**config.mk**
```make
export PLATFORM = sky130hd
export DESIGN_NAME = i2c_rd_slave
export DESIGN_NICKNAME = d
export VERILOG_FILES = /design/src/rtl/i2c_rd_pkg.sv /design/src/rtl/i2c_line_sync.sv /design/src/rtl/i2c_host_regs.sv /design/src/rtl/i2c_rd_fsm.sv /design/src/rtl/i2c_rd_slave.sv
export SDC_FILE = /design/constraint.sdc
export NUM_CORES = 1
export LEC_CHECK = 0
export BUFFER_PORTS_ARGS = -buffer_cell sky130_fd_sc_hd__buf_2
export CORE_MARGIN = 2
export CORE_UTILIZATION = 50
export CTS_BUF_LIST = sky130_fd_sc_hd__clkbuf_4 sky130_fd_sc_hd__clkbuf_8
export CTS_CLUSTER_DIAMETER = 60
export CTS_CLUSTER_SIZE = 16
export DETAILED_ROUTE_END_ITERATION = 10
export GPL_TIMING_DRIVEN = 0
export PLACE_DENSITY = 0.74
export SYNTH_ARGS = -nofsm -noshare
export SYNTH_HDL_FRONTEND = slang
export SYNTH_SLANG_ARGS = --single-unit
```
**constraint.sdc**
```tcl
create_clock -name clk -period 2.8 [get_ports clk]
set_input_delay 0.28 -clock clk [delete_from_list [all_inputs] [get_ports clk]]
set_output_delay 0.28 -clock clk [all_outputs]
set_load 0.01 [all_outputs]
```
**src/rtl/i2c_rd_pkg.sv**
```systemverilog
// Package: shared types for the I2C read-only slave.
// Assumes: nothing beyond IEEE 1800-2017.
package i2c_rd_pkg;

    // Protocol phase of the slave controller.
    typedef enum logic [2:0] {
        PH_IDLE,     // waiting for a Start condition
        PH_ADDR,     // collecting address and direction bits
        PH_ACK_ADDR, // pulling SDA low for the address acknowledge
        PH_HOLD,     // stretching SCL until the host releases
        PH_SEND,     // shifting a data byte out on SDA
        PH_ACK_HOST  // sampling the master's acknowledge
    } slv_phase_t;

endpackage

```
**src/rtl/i2c_line_sync.sv**
```systemverilog
// Module: i2c_line_sync
// Brings SCL and SDA into the clock domain and flags SCL edges and
// Start/Stop conditions as one-cycle pulses.
// Assumes: the system clock runs at least 8x the SCL rate; STAGES >= 2.
module i2c_line_sync #(
    parameter int STAGES = 2
) (
    input  logic clk,
    input  logic rst_n,
    input  logic scl_i,
    input  logic sda_i,
    output logic sda_s,
    output logic scl_rise,
    output logic scl_fall,
    output logic start_det,
    output logic stop_det
);
    logic [STAGES-1:0] scl_pipe;
    logic [STAGES-1:0] sda_pipe;
    logic              scl_s;
    logic              scl_d;
    logic              sda_d;

    // Synchronizer chains plus one delayed copy for edge detection.
    always_ff @(posedge clk) begin
        if (!rst_n) begin
            scl_pipe <= '1;
            sda_pipe <= '1;
            scl_d    <= 1'b1;
            sda_d    <= 1'b1;
        end else begin
            scl_pipe <= {scl_pipe[STAGES-2:0], scl_i};
            sda_pipe <= {sda_pipe[STAGES-2:0], sda_i};
            scl_d    <= scl_s;
            sda_d    <= sda_s;
        end
    end

    assign scl_s = scl_pipe[STAGES-1];
    assign sda_s = sda_pipe[STAGES-1];

    // Edge and bus-condition decode on synchronized levels.
    always_comb begin
        scl_rise  = scl_s & ~scl_d;
        scl_fall  = ~scl_s & scl_d;
        start_det = scl_s & scl_d & sda_d & ~sda_s;
        stop_det  = scl_s & scl_d & ~sda_d & sda_s;
    end

endmodule

```
**src/rtl/i2c_host_regs.sv**
```systemverilog
// Module: i2c_host_regs
// Host-visible state: data buffer, buffer-full flag, read/write status,
// sticky interrupt flag, and qualification of host write/release strobes.
// Assumes: strobes are single-cycle; hold_i is high only while SCL is stretched.
module i2c_host_regs #(
    parameter int DATA_W = 8
) (
    input  logic              clk,
    input  logic              rst_n,
    input  logic              buf_we_i,
    input  logic [DATA_W-1:0] buf_wdata_i,
    input  logic              release_i,
    input  logic              irq_clr_i,
    input  logic              hold_i,
    input  logic              addr_load_i,
    input  logic [DATA_W-1:0] addr_byte_i,
    input  logic              byte_done_i,
    input  logic              clr_status_i,
    input  logic              start_i,
    input  logic              set_irq_i,
    output logic [DATA_W-1:0] buf_q,
    output logic              buf_full,
    output logic              rw_q,
    output logic              irq_q,
    output logic              wr_ok,
    output logic              release_ok
);
    // Strobe qualification: writes only during a stretch, release only once full.
    always_comb begin
        wr_ok      = buf_we_i & hold_i;
        release_ok = release_i & hold_i & buf_full & ~buf_we_i;
    end

    // Data buffer: address byte on a match, host byte on an accepted write.
    always_ff @(posedge clk) begin
        if (!rst_n)           buf_q <= '0;
        else if (addr_load_i) buf_q <= addr_byte_i;
        else if (wr_ok)       buf_q <= buf_wdata_i;
    end

    // Buffer-full flag: set by a write, cleared when sent or on bus end.
    always_ff @(posedge clk) begin
        if (!rst_n)                           buf_full <= 1'b0;
        else if (clr_status_i | byte_done_i)  buf_full <= 1'b0;
        else if (wr_ok)                       buf_full <= 1'b1;
    end

    // Read/write status: set on a matched read, cleared on new Start or end.
    always_ff @(posedge clk) begin
        if (!rst_n)                     rw_q <= 1'b0;
        else if (clr_status_i | start_i) rw_q <= 1'b0;
        else if (addr_load_i)           rw_q <= 1'b1;
    end

    // Interrupt flag: set per byte, cleared only by the host.
    always_ff @(posedge clk) begin
        if (!rst_n)         irq_q <= 1'b0;
        else if (set_irq_i) irq_q <= 1'b1;
        else if (irq_clr_i) irq_q <= 1'b0;
    end

    assert_irq_sticky_R4: assert property (@(posedge clk) disable iff (!rst_n)
        (irq_q && !irq_clr_i) |=> irq_q);

    assert_full_needs_write_R6: assert property (@(posedge clk) disable iff (!rst_n)
        $rose(buf_full) |-> $past(buf_we_i && hold_i));

endmodule

```
**src/rtl/i2c_rd_fsm.sv**
```systemverilog
// Module: i2c_rd_fsm
// Protocol controller: address capture and compare, address acknowledge,
// clock stretch, MSB-first data shifting and master-acknowledge handling.
// Assumes: edge/condition pulses come from i2c_line_sync; DATA_W = ADDR_W + 1.
module i2c_rd_fsm
    import i2c_rd_pkg::*;
#(
    parameter int ADDR_W = 7,
    parameter int DATA_W = 8
) (
    input  logic              clk,
    input  logic              rst_n,
    input  logic              sda_s,
    input  logic              scl_rise,
    input  logic              scl_fall,
    input  logic              start_det,
    input  logic              stop_det,
    input  logic [ADDR_W-1:0] own_addr,
    input  logic              wr_ok,
    input  logic [DATA_W-1:0] wr_data,
    input  logic              release_ok,
    input  logic              buf_full,
    output logic              scl_low_o,
    output logic              sda_low_o,
    output logic              hold_o,
    output logic              addr_load_o,
    output logic [DATA_W-1:0] addr_byte_o,
    output logic              byte_done_o,
    output logic              clr_status_o,
    output logic              start_o,
    output logic              set_irq_o
);
    localparam int CNT_W = $clog2(DATA_W + 1);
    localparam logic [CNT_W-1:0] LAST_BIT  = CNT_W'(DATA_W - 1);
    localparam logic [CNT_W-1:0] FULL_BYTE = CNT_W'(DATA_W);

    slv_phase_t        phase;
    logic [CNT_W-1:0]  bit_cnt;
    logic [DATA_W-1:0] shreg;
    logic              host_ack;
    logic              addr_hit;

    // Address compare: upper bits against own address, last bit must request a read.
    always_comb begin
        addr_hit = (shreg[DATA_W-1 -: ADDR_W] == own_addr) & shreg[0];
    end

    // One-cycle event pulses toward the host register block.
    always_comb begin
        addr_load_o  = 1'b0;
        byte_done_o  = 1'b0;
        clr_status_o = 1'b0;
        start_o      = 1'b0;
        set_irq_o    = 1'b0;
        if (stop_det) begin
            clr_status_o = 1'b1;
        end else if (start_det) begin
            start_o = 1'b1;
        end else begin
            case (phase)
                PH_ADDR:     addr_load_o = scl_fall & (bit_cnt == FULL_BYTE) & addr_hit;
                PH_ACK_ADDR: set_irq_o   = scl_fall;
                PH_SEND:     byte_done_o = scl_fall & (bit_cnt == LAST_BIT);
                PH_ACK_HOST: begin
                    set_irq_o    = scl_fall;
                    clr_status_o = scl_fall & ~host_ack;
                end
                default: ;
            endcase
        end
    end

    // Phase sequencing, bit counting and the shared shift register.
    always_ff @(posedge clk) begin
        if (!rst_n) begin
            phase    <= PH_IDLE;
            bit_cnt  <= '0;
            shreg    <= '0;
            host_ack <= 1'b0;
        end else if (stop_det) begin
            phase <= PH_IDLE;
        end else if (start_det) begin
            phase   <= PH_ADDR;
            bit_cnt <= '0;
        end else begin
            case (phase)
                PH_ADDR: begin
                    if (scl_rise && bit_cnt < FULL_BYTE) begin
                        shreg   <= {shreg[DATA_W-2:0], sda_s};
                        bit_cnt <= bit_cnt + 1'b1;
                    end else if (scl_fall && bit_cnt == FULL_BYTE) begin
                        phase <= addr_hit ? PH_ACK_ADDR : PH_IDLE;
                    end
                end
                PH_ACK_ADDR: begin
                    if (scl_fall) phase <= PH_HOLD;
                end
                PH_HOLD: begin
                    if (wr_ok) shreg <= wr_data;
                    if (release_ok) begin
                        phase   <= PH_SEND;
                        bit_cnt <= '0;
                    end
                end
                PH_SEND: begin
                    if (scl_fall) begin
                        shreg   <= {shreg[DATA_W-2:0], 1'b0};
                        bit_cnt <= bit_cnt + 1'b1;
                        if (bit_cnt == LAST_BIT) phase <= PH_ACK_HOST;
                    end
                end
                PH_ACK_HOST: begin
                    if (scl_rise) host_ack <= ~sda_s;
                    if (scl_fall) phase <= host_ack ? PH_HOLD : PH_IDLE;
                end
                default: phase <= PH_IDLE;
            endcase
        end
    end

    // Open-drain enables: D7 is presented during the stretch once the buffer is full.
    always_comb begin
        hold_o      = (phase == PH_HOLD);
        scl_low_o   = hold_o;
        addr_byte_o = shreg;
        sda_low_o   = (phase == PH_ACK_ADDR)
                    | ((phase == PH_SEND) & ~shreg[DATA_W-1])
                    | (hold_o & buf_full & ~shreg[DATA_W-1]);
    end

    assert_release_only_by_host_R5: assert property (@(posedge clk) disable iff (!rst_n)
        ($fell(scl_low_o) && !$past(stop_det)) |-> $past(release_ok));

    assert_sda_moves_after_fall_R7: assert property (@(posedge clk) disable iff (!rst_n)
        (phase == PH_SEND && $past(phase) == PH_SEND && !$stable(sda_low_o)) |-> $past(scl_fall));

    assert_end_frees_lines_R9: assert property (@(posedge clk) disable iff (!rst_n)
        (clr_status_o && !stop_det) |=> (!scl_low_o && !sda_low_o));

    assert_stop_frees_lines_R10: assert property (@(posedge clk) disable iff (!rst_n)
        stop_det |=> (!scl_low_o && !sda_low_o));

endmodule

```
**src/rtl/i2c_rd_slave.sv**
```systemverilog
// Module: i2c_rd_slave (top)
// I2C slave that serves reads to its 7-bit address, stretching SCL
// after each served byte until the host supplies the next one.
// Assumes: open-drain bus sensed on scl_i/sda_i; system clock >= 8x SCL.
module i2c_rd_slave #(
    parameter int ADDR_W      = 7,
    parameter int SYNC_STAGES = 2
) (
    input  logic                clk,
    input  logic                rst_n,
    input  logic                scl_i,
    input  logic                sda_i,
    output logic                scl_pull_o,
    output logic                sda_pull_o,
    input  logic [ADDR_W-1:0]   own_addr_i,
    input  logic                buf_we_i,
    input  logic [ADDR_W:0]     buf_wdata_i,
    input  logic                release_i,
    input  logic                irq_clr_i,
    output logic [ADDR_W:0]     buf_rdata_o,
    output logic                buf_full_o,
    output logic                rw_o,
    output logic                irq_o
);
    localparam int DATA_W = ADDR_W + 1;

    logic              sda_s, scl_rise, scl_fall, start_det, stop_det;
    logic              wr_ok, release_ok, hold, addr_load, byte_done;
    logic              clr_status, start_evt, set_irq;
    logic [DATA_W-1:0] addr_byte;

    i2c_line_sync #(.STAGES(SYNC_STAGES)) u_sync (
        .clk       (clk),
        .rst_n     (rst_n),
        .scl_i     (scl_i),
        .sda_i     (sda_i),
        .sda_s     (sda_s),
        .scl_rise  (scl_rise),
        .scl_fall  (scl_fall),
        .start_det (start_det),
        .stop_det  (stop_det)
    );

    i2c_host_regs #(.DATA_W(DATA_W)) u_regs (
        .clk          (clk),
        .rst_n        (rst_n),
        .buf_we_i     (buf_we_i),
        .buf_wdata_i  (buf_wdata_i),
        .release_i    (release_i),
        .irq_clr_i    (irq_clr_i),
        .hold_i       (hold),
        .addr_load_i  (addr_load),
        .addr_byte_i  (addr_byte),
        .byte_done_i  (byte_done),
        .clr_status_i (clr_status),
        .start_i      (start_evt),
        .set_irq_i    (set_irq),
        .buf_q        (buf_rdata_o),
        .buf_full     (buf_full_o),
        .rw_q         (rw_o),
        .irq_q        (irq_o),
        .wr_ok        (wr_ok),
        .release_ok   (release_ok)
    );

    i2c_rd_fsm #(.ADDR_W(ADDR_W), .DATA_W(DATA_W)) u_fsm (
        .clk          (clk),
        .rst_n        (rst_n),
        .sda_s        (sda_s),
        .scl_rise     (scl_rise),
        .scl_fall     (scl_fall),
        .start_det    (start_det),
        .stop_det     (stop_det),
        .own_addr     (own_addr_i),
        .wr_ok        (wr_ok),
        .wr_data      (buf_wdata_i),
        .release_ok   (release_ok),
        .buf_full     (buf_full_o),
        .scl_low_o    (scl_pull_o),
        .sda_low_o    (sda_pull_o),
        .hold_o       (hold),
        .addr_load_o  (addr_load),
        .addr_byte_o  (addr_byte),
        .byte_done_o  (byte_done),
        .clr_status_o (clr_status),
        .start_o      (start_evt),
        .set_irq_o    (set_irq)
    );

endmodule

```
[Word level (Yosys, flattened, before mapping)]
Index checks and enable logic that the tools add are counted.
Operators by class
  bitwise operators: 33
  equality and inequality tests: 25
  mux-type cells: 37
  $lt $le $gt $ge: 1
  add/subtract/negate cells: 1
  reductions and logical operators: 16
Operator list (count)
  $mux W8: 4
  $pmux W8 S3: 1
  $mux W3: 7
  $and A1 B1 Y1: 19
  $ne A3 B2 Y1 const B: 6
  $mux W1: 17
  $mux W4: 4
  $pmux W3 S5: 1
  $ne A2 B1 Y1 const B: 7
  $reduce_and A7 Y1: 2
  $pmux W4 S3: 1
  $not A1 Y1: 10
  $reduce_or A2 Y1: 4
  $eq A7 B7 Y1: 1
  $eq A3 B2 Y1 const B: 2
  $eq A3 B3 Y1 const B: 2
  $ne A3 B3 Y1 const B: 2
  $reduce_and A6 Y1: 1
  $reduce_and A5 Y1: 1
  $add A4 B1 Y4 const B: 1
  $eq A4 B3 Y1 const B: 1
  $eq A4 B4 Y1 const B: 1
  $lt A4 B4 Y1 const B: 1
  $mux W2: 2
  9 further kinds: 15
Storage, ports and cells
  bits in registers: 33
  word-level logic and storage cells: 126
  output and inout port bits: 13
  input port bits: 22

[Depth between registers and ports, before layout]
Gate-level depths: netlist of run 1.
  depth after elaboration: 8
  depth in mapped cells: 6
  gate-level depth less buffers: 6

[By module]
A second synthesis of run 1 with hierarchy kept.
Second synthesis, totals
  cells, all modules: 212
  area total of the unflattened synthesis: 1900.6 um^2
By module, submodules not included
  i2c_rd_fsm: cells an instance 140, instances 1, area an instance 1139.8 um^2, sequential area each 320.3 um^2
  i2c_host_regs: cells an instance 56, instances 1, area an instance 570.5 um^2, sequential area each 220.2 um^2
  i2c_line_sync: cells an instance 16, instances 1, area an instance 190.2 um^2, sequential area each 120.1 um^2

[Least setup slack after synthesis of run 1]
No wires, ideal clock.
  path type: register to register
  start point: reg u_sync.scl_pipe[1]
  end point: reg u_regs.buf_q[2]
  setup time: 116 ps
  cell stages (with the launch flop): 6
  clock period less this slack: 1744 ps
  data required time: 2684 ps
  buffers on the path: 0
  setup slack: 1056 ps
  arrival: 1628 ps
  cells stage by stage: dfxtp_1 > and2b_2 > nand4b_4 > nor4_4 > mux2i_1 > nor2b_1
On the way
  cells in the longest elaborated chain, start to end: 8
  elaborated cells between the ends (all ways): 14
  those cells by class: mux: 4; bitwise: 9; reduce/logical: 1
Ends and longest elaborated chain
  start, declared: line i2c_line_sync.sv:18  | logic [STAGES-1:0] scl_pipe;
  start signal, assigned: line i2c_line_sync.sv:32  | scl_pipe <= {scl_pipe[STAGES-2:0], scl_i};
  $not A1 Y1: line i2c_line_sync.sv:45  | scl_fall = ~scl_s & scl_d;
  $and A1 B1 Y1: line i2c_line_sync.sv:45
  $and A1 B1 Y1 (2 in series): line i2c_rd_fsm.sv:61  | PH_ADDR: addr_load_o = scl_fall & (bit_cnt == FULL_BYTE) & addr_hit;
  $mux W1: line i2c_rd_fsm.sv:60  | case (phase)
  $mux W1: line i2c_rd_fsm.sv:57  | end else if (start_det) begin
  $mux W1 *: line i2c_rd_fsm.sv:55  | if (stop_det) begin
  $mux W8 or $reduce_bool A2 Y1 (tied branches)
  end signal, assigned: line i2c_host_regs.sv:37  | else if (addr_load_i) buf_q <= addr_byte_i;
  end signal, assigned: line i2c_host_regs.sv:38  | else if (wr_ok) buf_q <= buf_wdata_i;
  end, declared: line i2c_host_regs.sv:21  | output logic [DATA_W-1:0] buf_q,
Every way passes the cells marked *; elsewhere a longest branch is shown, timed or not.
A chain may end at the register's enable or synchronous reset.

[Worst setup path after layout of run 1]
  start point: reg u_fsm.phase[0]
  end point: reg u_regs.buf_q[1]
On the way
  cells in the longest elaborated chain, start to end: 5
  elaborated cells between the ends (all ways): 8
  those cells by class: eq/ne: 2; mux: 4; bitwise: 1; reduce/logical: 1
Ends and longest elaborated chain
  start, declared: line i2c_rd_fsm.sv:37  | slv_phase_t phase;
  start signal, assigned: line i2c_rd_fsm.sv:92  | phase <= addr_hit ? PH_ACK_ADDR : PH_IDLE;
  start signal, assigned: line i2c_rd_fsm.sv:114  | if (scl_fall) phase <= host_ack ? PH_HOLD : PH_IDLE;
  $eq A3 B1 Y1: line i2c_rd_fsm.sv:60
  $mux W1: line i2c_rd_fsm.sv:60
  $mux W1: line i2c_rd_fsm.sv:57
  $mux W1: line i2c_rd_fsm.sv:55
  $mux W8 or $reduce_bool A2 Y1 (tied branches)
Several ways; a longest one is shown, not always the timed one.

==> key figures, run 1 <==
Finish
  – Ant diodes: 0
  – Commonest non-fill, non-tap cell in the layout: buf_2
  – Area taken by multi-input logic gates: 0.00104 sq mm
  – Most frequent cells in the layout: buf_2, dfxtp_1, nand2_1
  – Final nets: 261
  – P&R area growth vs syn: 15.4%
  – Seq. cell area: between 600 and 700 sq um
  – Layout cell share with drive strength beyond 1: 0.242
  – FILL cells: 325

CTS
  – Clock buffer depth: 2
  – Post-CTS Setup Inserts: 0
  – H-tree lvl count: 2
  – CTS buffer count: 5
  – Cts hold-fix bufs: 0
  – Clk sinks: 33
  – CTS resizes: 0
  – Clk_lat worst skew: 330 ps
  – Root buffer cell: clkbuf_4
  – CTS tree: done
  – Clk slew on worst S/H paths: 100 ps

Synth
  – Post-synth EDFFs: 0
  – Post-Syn Area: 0.00176 sq mm
  – Synth Flop Type: dfxtp_1
  – Synthesis-stage register bit count: 33
  – Synth Area per Inst: 8.96 sq um
  – Yosys cell types: between 40 and 50
  – Post-synthesis sequential area ratio: 0.376
  – Area leader, netlist: dfxtp_1
  – Synth warn: 0
  – Syn nets: 220
  – Post-synth ARST share: 0
  – Top cell type's share of synthesized area: 0.376
  – Cells after Synth: 196
  – Dominant cells by area after synthesis: dfxtp_1, nand2_1, mux2i_1

Global routing
  – Initial antenna violation count: 0
  – Vias in the first global route: roughly 1500
  – First-pass GRT wire length: 6530 microns
  – Largest net degree at the start of global routing: 11
  – GRT overflow: 0
  – Total track usage: 0.207

Critical path
  – Worst-path fanout max: 9
  – CP Cell Sequence: nor3b_2 -> nand3_1 -> nor4_4 -> mux2i_1 -> nor2_1
  – Setup Crit Path Kind: reg -> reg
  – Worst Reg-to-Reg Cells: 5
  – Critical path destination: u_regs.buf_q[1]$_SDFFE_PN0P_
  – R2R Setup Slk: between 700 and 800 ps
  – FF-to-FF Start: u_fsm.phase[0]$_SDFFE_PP0P_
  – Data required time at the worst endpoint: 3020 ps
  – Crit path launch type: register
  – Crit path launch: u_fsm.phase[0]$_SDFFE_PP0P_
  – CP endpoint kind: register
  – CP max stage delay: 630 ps
  – CP max stage cell: nor4_4
  – Worst EP arrival: 2300 ps
  – Reg-to-Reg End: u_regs.buf_q[1]$_SDFFE_PN0P_

Routing
  – Drt drc: 0
  – Antenna-violating nets left: 0
  – Detailed Routing Iterations Pass 1: 4
  – Vias per cell: 5.37
  – Via count: 1515
  – Overall routed net length: 3880 microns
  – DRT iter0 DRCs: 71
  – Routed len/inst: 13.8 microns

Min path
  – Hold crit path type: in -> reg
  – Hold path startpoint: sda_i

Timing
  – Max Freq: 480 MHz
  – Final setup TNS: 0 ps
  – Final worst slack: 717 ps
  – Hold WS: 115 ps
  – Final hold vios: 0
  – Final Skew: 6.08 ps
  – Unrepaired setup endpoints after global routing: false
  – Slew @ Worst Pin: just under 800 ps
  – Final setup vio count: 0
  – Post-layout min period: ~2100 ps
  – Max-slew violations: 0
  – Period utilisation layout: 0.744
  – Slew HR: 0.469

Pwr
  – Maximum vdd drop: 0.304 mV
  – Power consumption: 0.00118 W
  – Cell Pwr Density: around 600 mW/mm^2
  – Leak: 0.851 nW

Floorplan
  – Starting Density: 0.522
  – Core area: 0.00336 sq mm
  – Boundary Pins: 35
  – Die Area: 0.00400 sq mm
  – Rows: 21
  – Die X: between 60 and 70 microns
  – Die H: 63.3 microns

Run status
  – Status: completed

Placement
  – GPL Wtd Cong: about 0.9
  – DP Worst Slack: around 750 ps
  – Buffers on Ports: 34
  – DP HPWL: roughly 2900 microns

Job
  – Max cap viols: 0
worst max-delay path: cells and delay by family (launching register included):
kind,cells,cell delay [ps]
flops,1,480
simple gates,4,1220
mux,1,270
per-stage QoR:
step / util / cells / instance area [sq um]
2_1_floorplan: - / 196 / 1760
3_3_place_gp: 0.590 / 276 / 1980
3_5_place_dp: 0.590 / 276 / 1980
4_1_cts: 0.603 / 282 / 2030
5_1_grt: 0.603 / 282 / 2030
6_report: 0.603 / 282 / 2030
registers in the layout, indices dropped and copies added, names as in the netlist:
signal             cells
u_fsm.addr_byte_o      8
u_fsm.bit_cnt          4
u_regs.buf_q           8
u_fsm.phase            3
u_regs.irq_q           1
u_sync.sda_pipe        2
u_sync.sda_d           1
u_regs.rw_q            1
u_regs.buf_full        1
u_sync.scl_d           1
u_sync.scl_pipe        2
u_fsm.host_ack         1
final cells by class:
cell class,instances,share of cell area
multi-input cells,148,0.511
repair buffers,34,0.0840
plain buffers,5,0.0111
clock inverters,1,0.00247
flip-flops and latches,33,0.326
inverters,10,0.0185
well taps,46,0.0284
clock buffers,5,0.0185
power by group:
| group | switching, W | total, W | leakage (nW) | internal, W |
|---|---|---|---|---|
| Combinational | 0.000188 | 0.000370 | 0.556 | 0.000182 |
| Clock | 0.000156 | 0.000243 | 0.0269 | 0.0000870 |
| Sequential | 0.0000596 | 0.000569 | 0.268 | 0.000510 |
| Total | 0.000404 | 0.00118 | 0.851 | 0.000778 |
cells by family (layout without fill, tap and decap cells):
group | after synthesis | in the layout | synth area share
adders and majority gates | 2 | 2 | 0.0142
buffers and inverters | 15 | 55 | 0.0342
muxes | 16 | 16 | 0.0962
xor gates and xnor gates | 8 | 8 | 0.0399
and+or+nand+nor | 84 | 84 | 0.269
AOI/OAI and AO/OA | 38 | 38 | 0.171
DFF | 33 | 33 | 0.376
synth_stat cells (all sizes together), types with 3 or more instances:
cell     n
a211oi   3
a21oi    5
a311oi   8
clkbuf   4
dfxtp   33
inv      9
mux2     7
mux2i    9
nand2   26
nand2b   9
nand3    6
nand3b   3
nand4    3
nor2    15
nor2b    8
nor3     4
o21ai    9
xnor2    8
layer usage:
layer / vias up / wire, microns / share of wire / global-route usage
met4: 0 / 54 / 0.014 / 0.0842
met5: - / 0 / 0 / 0
li1: 780 / - / - / -
met2: 40 / 1760 / 0.45 / 0.315
met1: 688 / 1860 / 0.48 / 0.289
met3: 7 / 203 / 0.052 / 0.0411
worst min path at each step:
stage	cells past startpoint	slack [ps]	to
2_1_floorplan	1	380	u_sync.scl_pipe[0]$_SDFF_PN1_
3_3_place_gp	1	390	u_sync.scl_pipe[1]$_SDFF_PN1_
3_5_place_dp	1	390	u_sync.scl_pipe[1]$_SDFF_PN1_
4_1_cts	2	110	u_sync.sda_pipe[0]$_SDFF_PN1_
5_1_grt	2	110	u_sync.sda_pipe[0]$_SDFF_PN1_
6_report	2	120	u_sync.sda_pipe[0]$_SDFF_PN1_
(Power assumes the default switching activity.)
==> run 2, diff against run 1 <==
==> constraint.sdc (replaced) <==
create_clock -name clk -period 2 [get_ports clk]
set_input_delay 0.2 -clock clk [delete_from_list [all_inputs] [get_ports clk]]
set_output_delay 0.2 -clock clk [all_outputs]
set_load 0.01 [all_outputs]
==> key figures, run 2 (same netlist as run 1, synthesis figures left out) <==
Run status
  – Status: completed

CTS
  – CTS tree: done
  – Clk_lat worst skew: 330 ps
  – Root buffer cell: clkbuf_4
  – Clock buffer depth: 2
  – Clk sinks: 33
  – Clk slew on worst S/H paths: 100 ps
  – Cts hold-fix bufs: 0
  – CTS buffer count: 5
  – H-tree lvl count: 2

Critical path
  – Worst EP arrival: 2200 ps
  – CP max stage delay: between 400 and 500 ps
  – CP endpoint kind: register
  – CP max stage cell: dfxtp_1
  – Data required time at the worst endpoint: between 2000 and 2500 ps
  – Setup Crit Path Kind: reg -> reg
  – Crit path launch type: register
  – Worst-path fanout max: 10
  – CP Cell Sequence: or3b_1 -> nand2b_4 -> a21oi_4 -> buf_4 -> nor2_1 -> a311oi_1

Floorplan
  – Boundary Pins: 35
  – Die X: 63.3 microns
  – Starting Density: 0.522
  – Rows: 21
  – Die H: 63.3 microns
  – Die Area: 0.00400 sq mm
  – Core area: 0.00336 sq mm

Global routing
  – Vias in the first global route: 1479
  – Initial antenna violation count: 0
  – First-pass GRT wire length: 6640 microns
  – GRT overflow: 0
  – Total track usage: 0.211
  – Largest net degree at the start of global routing: 11

Timing
  – Max Freq: 514 MHz
  – Max-slew violations: 0
  – Final setup vio count: 0
  – Final setup TNS: 0 ps
  – Period utilisation layout: 0.973
  – Slew @ Worst Pin: 648 ps
  – Post-layout min period: 1950 ps
  – Final Skew: approximately 4.7 ps
  – Final hold vios: 0
  – Slew HR: 0.564
  – Unrepaired setup endpoints after global routing: true

Finish
  – Commonest non-fill, non-tap cell in the layout: buf_2
  – Most frequent cells in the layout: buf_2, dfxtp_1, nand2_1
  – Non-Filler Instances: 284
  – P&R area growth vs syn: 16.3%
  – Seq. cell area: 661 sq um
  – Final nets: between 200 and 300
  – Layout cell share with drive strength beyond 1: 0.252
  – FILL cells: 320
  – Ant diodes: 0
  – Area taken by multi-input logic gates: 0.00104 sq mm

Routing
  – DRT iter0 DRCs: about 110
  – Overall routed net length: around 3900 microns
  – Antenna-violating nets left: 0
  – Detailed Routing Iterations Pass 1: 4
  – Routed len/inst: 13.7 microns
  – Drt drc: 0
  – Via count: 1532
  – Vias per cell: roughly 5.4

Pwr
  – Leak: 0.865 nW
  – Power consumption: 0.00165 W
  – Maximum vdd drop: about 0.42 mV
  – Cell Pwr Density: 810 mW/mm^2

Placement
  – Buffers on Ports: 34
  – DP HPWL: roughly 2900 microns
  – GPL Wtd Cong: 0.912
  – Post-Place Cells: between 200 and 300

Min path
  – Hold crit path type: in -> reg

Job
  – Max cap viols: 0
-- run 2: cell type report --
| type | instances | share of cell area |
|---|---|---|
| buffer | 5 | 0.0116 |
| sequential | 33 | 0.323 |
| clock inverter | 1 | 0.00245 |
| timing repair buffer | 36 | 0.0906 |
| tap | 46 | 0.0282 |
| inverter | 10 | 0.0184 |
| multi-input combinational | 148 | 0.507 |
| clock buffer | 5 | 0.0184 |
-- run 2: path summary, 6_finish.rpt --
path / start / to / slack, ps / depth (start not counted)
worst min register to register: u_sync.scl_pipe[0]$_SDFF_PN1_ / u_sync.scl_pipe[1]$_SDFF_PN1_ / 410 / 1
worst max-delay path: u_fsm.phase[2]$_SDFFE_PP0P_ / u_fsm.addr_byte_o[7]$_SDFFE_PN0P_ / 50 / 6
worst max register to register: u_fsm.phase[2]$_SDFFE_PP0P_ / u_fsm.addr_byte_o[7]$_SDFFE_PN0P_ / 50 / 6
worst min-delay path: sda_i / u_sync.sda_pipe[0]$_SDFF_PN1_ / 40 / 2
-- run 2: worst max-delay path, delay by kind of cell, from the launching register on --
family	cells	cell delay [ps]
flip-flops	1	480
AO/OA/AOI/OAI	2	450
AND/OR/NAND/NOR	3	710
buffers and inverters	1	210
-- run 2: per-layer routing --
layer,up-vias,global-route usage,part of all wire
met1,700,0.294,0.49
met5,-,0,0
met2,39,0.316,0.46
met4,0,0.0870,0.017
met3,9,0.0446,0.042
li1,784,-,-
-- run 2: what timing repair did --
action	CTS	global route
endpoints found under the setup margin	7	8
resized for setup	0	2
pin swaps	1	0
setup buffers	2	0
-- run 2: through the flow --
stage / hold slack (ps) / utilization / setup slack [ps] / cell area, sq um
4_1_cts: 35.0 / 0.607 / 49.7 / 2040
2_1_floorplan: 301 / - / 256 / 1760
3_3_place_gp: 380 / 0.590 / 17.6 / 1980
5_1_grt: 27.1 / 0.608 / -66.6 / 2040
3_5_place_dp: 383 / 0.590 / -52.9 / 1980
6_report: 36.1 / 0.608 / 53.0 / 2040
-- run 2: power breakdown --
part	switching [W]	internal [W]	total, W
registers	0.0000841	0.000713	0.000797
logic	0.000261	0.000255	0.000516
clock network	0.000219	0.000122	0.000341
total	0.000564	0.00109	0.00165
